`src/rtl/memsel_pkg.sv`:
```
package memsel_pkg;
  typedef enum logic {
    MAP_DIRECT = 1'b0,
    MAP_GATED  = 1'b1
  } map_mode_e;

  // count of zero bits in a select vector (active-low selects)
  function automatic int unsigned count_low(input logic [31:0] v, input int unsigned w);
    int unsigned n;
    n = 0;
    for (int unsigned k = 0; k < w; k++) begin
      if (!v[k]) n++;
    end
    return n;
  endfunction
endpackage

```
`src/rtl/memsel_direct.sv`:
```
module memsel_direct #(
  parameter int BANKS  = 4,
  parameter int HIGH_W = 2
) (
  input  logic              mem_cycle,
  input  logic [BANKS-1:0]  sel_bits,
  input  logic [HIGH_W-1:0] high_bits,
  output logic [BANKS-1:0]  sel_n,
  output logic              conflict,
  output logic              unmapped,
  output logic              alias_hit
);
  logic [BANKS-1:0] low_vec;
  logic [$clog2(BANKS+1)-1:0] n_low;

  genvar i;
  generate
    for (i = 0; i < BANKS; i++) begin : g_bit
      assign low_vec[i] = mem_cycle & ~sel_bits[i];
    end
  endgenerate

  always_comb begin
    n_low = '0;
    for (int k = 0; k < BANKS; k++) begin
      n_low = n_low + {{($clog2(BANKS+1)-1){1'b0}}, low_vec[k]};
    end
  end

  assign sel_n     = ~low_vec;
  assign conflict  = (n_low > 1);
  assign unmapped  = mem_cycle & (n_low == 0);
  assign alias_hit = (n_low != 0) & (|high_bits);
endmodule

```
`src/rtl/memsel_gated.sv`:
```
module memsel_gated #(
  parameter int BANKS  = 4,
  parameter int DEC_W  = 3,
  parameter int GATE_W = 3
) (
  input  logic              mem_cycle,
  input  logic [DEC_W-1:0]  index,
  input  logic [GATE_W-1:0] gate_bits,
  output logic [BANKS-1:0]  sel_n,
  output logic              unmapped
);
  localparam int OUTS = 1 << DEC_W;
  logic            dec_en;
  logic [OUTS-1:0] dec_out;

  assign dec_en = mem_cycle & (gate_bits == '0);

  genvar j;
  generate
    for (j = 0; j < OUTS; j++) begin : g_dec
      assign dec_out[j] = dec_en & (index == DEC_W'(j));
    end
    for (j = 0; j < BANKS; j++) begin : g_sel
      assign sel_n[j] = ~dec_out[j];
    end
  endgenerate

  assign unmapped = mem_cycle & ~(|dec_out[BANKS-1:0]);
endmodule

```
`src/rtl/memsel_top.sv`:
```
module memsel_top #(
  parameter int ADDR_W  = 16,
  parameter int BANK_AW = 10,
  parameter int BANKS   = 4,
  parameter int DEC_W   = 3
) (
  input  logic               clk,
  input  logic               rst,
  input  logic [ADDR_W-1:0]  addr,
  input  logic               mem_cycle,
  input  logic               full_mode,
  input  logic               rw_in,
  output logic [BANKS-1:0]   sel_n,
  output logic [BANKS-1:0]   rw_out,
  output logic [BANK_AW-1:0] bank_addr,
  output logic               conflict,
  output logic               unmapped,
  output logic               alias_hit
);
  import memsel_pkg::*;

  localparam int HIGH_W = ADDR_W - BANK_AW - BANKS;
  localparam int GATE_W = ADDR_W - BANK_AW - DEC_W;

  map_mode_e mode;
  assign mode = map_mode_e'(full_mode);

  logic [BANKS-1:0] d_sel_n, g_sel_n, nx_sel_n;
  logic d_conf, d_unm, d_alias, g_unm;
  logic nx_conf, nx_unm, nx_alias;

  memsel_direct #(.BANKS(BANKS), .HIGH_W(HIGH_W)) direct_i (
    .mem_cycle (mem_cycle),
    .sel_bits  (addr[BANK_AW +: BANKS]),
    .high_bits (addr[ADDR_W-1 -: HIGH_W]),
    .sel_n     (d_sel_n),
    .conflict  (d_conf),
    .unmapped  (d_unm),
    .alias_hit (d_alias)
  );

  memsel_gated #(.BANKS(BANKS), .DEC_W(DEC_W), .GATE_W(GATE_W)) gated_i (
    .mem_cycle (mem_cycle),
    .index     (addr[BANK_AW +: DEC_W]),
    .gate_bits (addr[ADDR_W-1 -: GATE_W]),
    .sel_n     (g_sel_n),
    .unmapped  (g_unm)
  );

  always_comb begin
    if (mode == MAP_GATED) begin
      nx_sel_n = g_sel_n;
      nx_conf  = 1'b0;
      nx_unm   = g_unm;
      nx_alias = 1'b0;
    end else begin
      nx_sel_n = d_sel_n;
      nx_conf  = d_conf;
      nx_unm   = d_unm;
      nx_alias = d_alias;
    end
  end

  always_ff @(posedge clk) begin
    if (rst) begin
      sel_n     <= '1;
      rw_out    <= '1;
      bank_addr <= '0;
      conflict  <= 1'b0;
      unmapped  <= 1'b0;
      alias_hit <= 1'b0;
    end else begin
      sel_n     <= nx_sel_n;
      rw_out    <= {BANKS{rw_in}};
      bank_addr <= addr[BANK_AW-1:0];
      conflict  <= nx_conf;
      unmapped  <= nx_unm;
      alias_hit <= nx_alias;
    end
  end
endmodule

```
`config.mk`:
```
export PLATFORM = sky130hd
export DESIGN_NAME = memsel_top
export DESIGN_NICKNAME = d
export VERILOG_FILES = /design/src/rtl/memsel_pkg.sv /design/src/rtl/memsel_direct.sv /design/src/rtl/memsel_gated.sv /design/src/rtl/memsel_top.sv
export SDC_FILE = /design/constraint.sdc
export NUM_CORES = 1
export LEC_CHECK = 0
export CAP_MARGIN = 20
export CELL_PAD_IN_SITES_DETAIL_PLACEMENT = 1
export CELL_PAD_IN_SITES_GLOBAL_PLACEMENT = 1
export CORE_MARGIN = 2
export CORE_UTILIZATION = 25
export CTS_CLUSTER_DIAMETER = 80
export CTS_CLUSTER_SIZE = 25
export DETAILED_ROUTE_END_ITERATION = 6
export PLACE_DENSITY = 0.81
export SYNTH_ARGS = -nofsm -noshare
export SYNTH_HDL_FRONTEND = slang
export SYNTH_SLANG_ARGS = --single-unit
export TNS_END_PERCENT = 50
```
`constraint.sdc`:
```
create_clock -name clk -period 2.8 [get_ports clk]
set_input_delay 0.56 -clock clk [delete_from_list [all_inputs] [get_ports clk]]
set_output_delay 0.56 -clock clk [all_outputs]
set_load 0.1 [all_outputs]
```
==> metrics.md, run 1 <==
| Metric | Value |
|---|---|
| Worst slew margin | 62.7% |
| DRC | 0 |
| Row count | 19 |
| CTS tree | yes |
| Number of fill cells in the layout | 314 |
| Post-Syn Area per Cell | 10.4 µm² |
| Hold WC Path Type | input port to register |
| Vias in the first global route | 621 |
| Mapped Cells | 67 |
| CP Launch Point | mem_cycle |
| Drt total wl | 1590 µm |
| Sink Count | 18 |
| Fin nets | 137 |
| Simple-gate area share of the yosys netlist | 28.1% |
| #FFs+latches synth | 18 |
| Initial core utilization | 25.9% |
| Reg area | 360 µm² |
| Number of I/O pins | 42 |
| RSZ-0062 raised after global routing | false |
| Largest family of logic cells by synthesized area | simple AND/OR/NAND/NOR gates |
| Mapped cell area | 694 µm² |
| Yosys top cell area share | 51.9% |
| GPL Wtd Cong | 0.760 |
| Seq/Total Area, Yosys | 51.9% |
| Slowest-stage cell, CP | clkdlybuf4s50_1 |
| Worst setup SP type | input port |
| Num CTS Buffers | 3 |
| Initial detailed-routing violation count | 7 |
| Adder-cell share of the synthesized area | 8.29% |
| Period minus WS final | 2.44 ns |
| Clk slew on worst S/H paths | 0.10 ns |
| Xor-xnor portion of the synthesized cell area | 0% |
| Most frequent CP cell | inv_1 |
| CTS Buffer Depth | 2 |
| Dpl cell area | 1090 µm² |
| Wire per inst | 11.2 µm |
| Slew Viols, Final | 0 |
| Endpoints failing setup | 0 |
| Final worst-path cycle share | 87.2% |
| Die height | 56.7 µm |
| Kind of critical path | input port to register |
| Min-delay src | addr[5] |
| Slowest Stage Delay on Critical Path | 0.48 ns |
| Max cap viols | 0 |
| H-tree Lvls | 1 |
| Global-route wire length before repair | 2670 µm |
| Hold buffer count at CTS | 0 |
| Die ar. | 3220 µm² |
| Design Area, Final | 1120 µm² |
| Fraction of synthesized area in multiplexers | 0% |
| Area delta synth->final | 61.8% |
| Delay-heaviest family, CP | buffers and inverters |
| # port buffers | 41 |
| Peak Freq | 410 MHz |
| Layout cell share with drive strength beyond 1 | 27.9% |
| Total track usage | 10.9% |
| Cell Count, Final, Fillers Out | 142 |
| Initial antenna violation count | 0 |
| Largest net degree at the start of global routing | 17 |
| CTS root buf | clkbuf_4 |
| CTS resizes | 0 |
| Slew @ Worst Pin | 0.557 ns |
| P_leak | 0.489 nW |
| WHS | 0.812 ns |
| ANT nets after route | 0 |
| CP bufs+invs | 4 |
| Fin. Hold Viols | 0 |
| Pwr/cell area | 561 nW/µm² |
| Worst VDD drop | 0.296 mV |
| Core area | 2690 µm² |
| # Post-CTS Setup Buffers | 0 |
| Area leader, netlist | dfxtp_1 |
| Largest cells by area after synthesis | dfxtp_1, nor2b_1, ha_1, buf_4, nor2_1 |
| Final core utilization | 41.8% |
| Post-placement cell count | 138 |
| Drt first pass iters | 3 |
| Outcome | completed |
| Worst Path Arrival | 2.65 ns |
| Critical Path, Cell by Cell | clkdlybuf4s50_1, buf_4, and2b_1, inv_1, fa_1, inv_1, ha_1, nor3b_1, nor2_1, a311oi_1 |
| Worst Path Max Fanout | 4 |
| Setup_tns | 0 ns |
| Ys Warns | 0 |
| Multi-input logic area | 293 µm² |
| Worst path required time | 3.01 ns |
| Post-DR vias/cell | 4.42 |
| Vias | 627 |
| GR Overflow Total | 0 |
| Synth Area in Compound Gates | 5.77% |
| DP HPWL | 1350 µm |
| Distinct cell type count of the synthesized netlist | 24 |
| Crit. End Element | register |
| Inserted Diodes | 0 |
| Synthesized Nets | 92 |
| Die width | 56.7 µm |
[registers in the layout (all words and copies together) (netlist names)]
register,flops
conflict,1
unmapped,1
alias_hit,1
bank_addr,10
rw_out,1
sel_n,4
[cell usage after synthesis]
library cell,number
o21ai_1,1
a21oi_1,1
dfxtp_1,18
nor3b_1,1
and4_1,1
nand2b_1,1
inv_1,4
a311oi_1,1
nor4b_2,1
clkbuf_1,1
o21ai_0,1
nand2b_2,1
and2b_1,1
nor3_1,2
or2_1,1
nand2_1,2
ha_1,3
buf_4,3
fa_1,1
nor2_1,6
o21bai_1,1
a211o_1,1
or4b_4,1
nor2b_1,13
[metal layers]
| layer | vias to the layer above | share of wire, % | track usage, % |
|---|---|---|---|
| met1 | 289 | 37 | 10.7 |
| met2 | 32 | 50 | 20.1 |
| met4 | 0 | 2.5 | 7.14 |
| met3 | 5 | 10 | 2.30 |
| li1 | 301 | - | - |
| met5 | - | 0 | 0 |
[through the flow]
stage               power (mW)  setup WS, ns
floorplan                0.418         0.638
global placement         0.480        0.0852
detailed placement       0.483        0.0292
CTS                      0.641         0.346
global route             0.658         0.215
finish                   0.631         0.359
[path summary, 6_finish.rpt]
check	to	slack, ns	depth (start not counted)
setup / recovery	unmapped$_SDFF_PP0_	0.36	10
hold / removal	bank_addr[5]$_SDFF_PP0_	0.81	2
[placed cells by master, fill, tap and decap left out, types with 2 or more instances in the layout]
cell	netlist	layout
nand2_1	2	2
ha_1	3	3
dfxtp_1	18	18
clkbuf_4	0	3
nor3_1	2	2
nor2_1	6	6
buf_4	3	24
clkdlybuf4s50_1	0	20
nor2b_1	13	13
inv_1	4	4
[where the power goes]
group	switching [mW]	internal [mW]	total, mW
clock network	0.0766	0.0793	0.156
logic	0.141	0.0612	0.203
registers	0.00377	0.269	0.272
[logic make-up after synthesis]
family                   Yosys count
buffers and inverters              8
AND/OR/NAND/NOR                   31
adder cells (fa/ha/maj)            4
AO/OA/AOI/OAI                      6
flip-flops                        18
[cell type report]
cell class	count	area share (%)
clock buffer	4	3.23
inverter	4	1.34
multi-input combinational	41	26.1
sequential	18	32.1
tap	31	3.45
timing repair buffer	44	33.9
(Power assumes the default switching activity.)
==> inputs of run 2 (changes only) <==
CTS_CLUSTER_DIAMETER = unset   (was 80)
PLACE_DENSITY = 0.88   (was 0.81)
==> run 2 against run 1 <==
- wire length rose by 11%
- worst hold slack improved by 0.0058 ns
- flip-flop and latch count did not move
- total power rose by 0.17%
- sequential share of layout area did not move
- global-route usage rose by 0.74 points
- combinational power barely moved
- clock power barely moved
==> metrics.md, run 2 (same netlist as run 1, synthesis figures left out) <==
| Metric | Value |
|---|---|
| Worst Path Arrival | 2.70 ns (was 2.65 ns) |
| P_leak | 0.489 nW (unchanged) |
| Slowest-stage cell, CP | clkdlybuf4s50_1 (unchanged) |
| Die ar. | 3220 µm² (unchanged) |
| Post-placement cell count | 138 (unchanged) |
| GPL Wtd Cong | 0.796 (was 0.760) |
| CTS tree | yes (unchanged) |
| Top reg by flops | bank_addr (unchanged) |
| # port buffers | 41 (unchanged) |
| Critical Path, Cell by Cell | clkdlybuf4s50_1, buf_4, and2b_1, inv_1, fa_1, inv_1, ha_1, nor3b_1, nor2_1, a311oi_1 (unchanged) |
| Slowest Stage Delay on Critical Path | 0.49 ns (was 0.48 ns) |
| Total track usage | 11.6% (was 10.9%) |
| Outcome | completed (unchanged) |
| ANT nets after route | 0 (unchanged) |
| Num CTS Buffers | 3 (unchanged) |
| Cell-internal power | 409 µW (about the same) |
| Hold WC Path Type | input port to register (unchanged) |
| CP Launch Point | mem_cycle (unchanged) |
| Number of I/O pins | 42 (unchanged) |
| Fin. Hold Viols | 0 (unchanged) |
| Most frequent CP cell | inv_1 (unchanged) |
| Worst slew margin | 76.0% (was 62.7%) |
| Worst VDD drop | 0.282 mV (was 0.296 mV) |
| Final worst-path cycle share | 89.3% (was 87.2%) |
| Global-route wire length before repair | 2900 µm (was 2670 µm) |
| CTS Buffer Depth | 2 (unchanged) |
| Worst setup SP type | input port (unchanged) |
| Sw Share | 35.3% (was 35.2%) |
| Largest net degree at the start of global routing | 12 (was 17) |
| Part of the power in registers | 43.1% (was 43.2%) |
| Crit path depth | 10 (unchanged) |
| Hold buffer count at CTS | 0 (unchanged) |
| Wire per inst | 12.5 µm (was 11.2 µm) |
| Initial antenna violation count | 0 (unchanged) |
| Vias in the first global route | 664 (was 621) |
| Period minus WS final | 2.50 ns (was 2.44 ns) |
| Kind of critical path | input port to register (unchanged) |
| DRC | 0 (unchanged) |
| Initial core utilization | 25.9% (unchanged) |
| CP bufs+invs | 4 (unchanged) |
| Core area | 2690 µm² (unchanged) |
| Slew @ Worst Pin | 0.358 ns (was 0.557 ns) |
| Post-DR vias/cell | 4.30 (was 4.42) |
| Crit. End Element | register (unchanged) |
| Die height | 56.7 µm (unchanged) |
| Pwr/cell area | 562 nW/µm² (was 561 nW/µm²) |
| # Post-CTS Setup Buffers | 0 (unchanged) |
| Comb pwr share | 32.2% (was 32.1%) |
| Vias | 610 (was 627) |
| Peak Freq | 400 MHz (was 410 MHz) |
| GR Overflow Total | 0 (unchanged) |
| DP HPWL | 1490 µm (was 1350 µm) |
| Drt total wl | 1770 µm (was 1590 µm) |
| Max cap viols | 0 (unchanged) |
| Worst Setup EP | unmapped$_SDFF_PP0_ (unchanged) |
| Commonest cells after routing, fill and taps aside | buf_4, clkdlybuf4s50_1, dfxtp_1, nor2b_1, nor2_1 (unchanged) |
| Delay-heaviest family, CP | buffers and inverters (unchanged) |
| Total power | 632 µW (was 631 µW) |
| Initial detailed-routing violation count | 12 (was 7) |
| Die width | 56.7 µm (unchanged) |
| Setup_tns | 0 ns (unchanged) |
| Most common cell after layout, fill and taps aside | buf_4 (unchanged) |
| CTS root buf | clkbuf_4 (unchanged) |
| Top Registers | bank_addr (10), sel_n (4) (unchanged) |
| Endpoints failing setup | 0 (unchanged) |
| Clk slew on worst S/H paths | 0.10 ns (about the same) |
| Number of fill cells in the layout | 318 (was 314) |
| Inserted Diodes | 0 (unchanged) |
| Drt first pass iters | 2 (was 3) |
| Worst path required time | 3.00 ns (was 3.01 ns) |
| RSZ-0062 raised after global routing | false (unchanged) |
| Sink Count | 18 (unchanged) |
| Fin nets | 137 (unchanged) |
| Slew Viols, Final | 0 (unchanged) |
| Area delta synth->final | 61.8% (unchanged) |
| Cell Count, Final, Fillers Out | 142 (unchanged) |
| Row count | 19 (unchanged) |
| Worst Path Max Fanout | 4 (unchanged) |
| Clock Power Share | 24.7% (about the same) |
| CTS resizes | 0 (unchanged) |
| Max reg flops | 10 (unchanged) |
| NetSw | 223 µW (was 222 µW) |
| Layout cell share with drive strength beyond 1 | 27.9% (unchanged) |
| H-tree Lvls | 1 (unchanged) |
-- run 2: cell counts in the layout (fill, tap and decap cells not counted) --
Identical to the previous run, type by type.
-- run 2: worst min-delay path by stage --
stage | startpoint | cells after the start | endpoint | slack [ns]
final | addr[5] | 2 | bank_addr[5]$_SDFF_PP0_ | 0.82
after global routing | addr[6] | 2 | bank_addr[6]$_SDFF_PP0_ | 0.81
after CTS | addr[5] | 2 | bank_addr[5]$_SDFF_PP0_ | 0.81
after detailed placement | bank_addr[5]$_SDFF_PP0_ | 1 | bank_addr[5] | 1.06
after global placement | sel_n[3]$_SDFF_PP1_ | 1 | sel_n[3] | 1.06
after floorplan | rst | 1 | bank_addr[0]$_SDFF_PP0_ | 0.63
-- run 2: power by group through the flow --
stage / Clock, mW / Sequential [mW] / Combinational, mW
2_1_floorplan: 0 / 0.371 / 0.0472
3_3_place_gp: 0 / 0.278 / 0.201
3_5_place_dp: 0 / 0.279 / 0.205
4_1_cts: 0.163 / 0.273 / 0.205
5_1_grt: 0.173 / 0.274 / 0.212
6_report: 0.156 / 0.272 / 0.203
-- run 2: metal layers --
metal / vias up / global-route usage (%) / part of all wire (%)
met4: 0 / 6.12 / 2.0
met5: - / 0 / 0
met2: 37 / 20.6 / 46
li1: 303 / - / -
met1: 265 / 12.7 / 40
met3: 5 / 2.53 / 12
-- run 2: per-stage QoR --
stage               hold WS (ns)  worst slack, ns  utilization [%]  cell area, µm²
finish                     0.818            0.301             41.8            1120
global route               0.809            0.169             41.8            1120
CTS                        0.811            0.264             41.8            1120
detailed placement          1.06          -0.0371             40.5            1090
global placement            1.06           0.0894             40.5            1090
floorplan                  0.632            0.638                -             694
-- run 2: area by class of cell --
class | instances | area [µm²] | area share, %
repair buffers | 44 | 380 | 33.9
flip-flops and latches | 18 | 360 | 32.1
multi-input cells | 41 | 293 | 26.1
well taps | 31 | 38.8 | 3.45
clock buffers | 4 | 36.3 | 3.23
inverters | 4 | 15.0 | 1.34
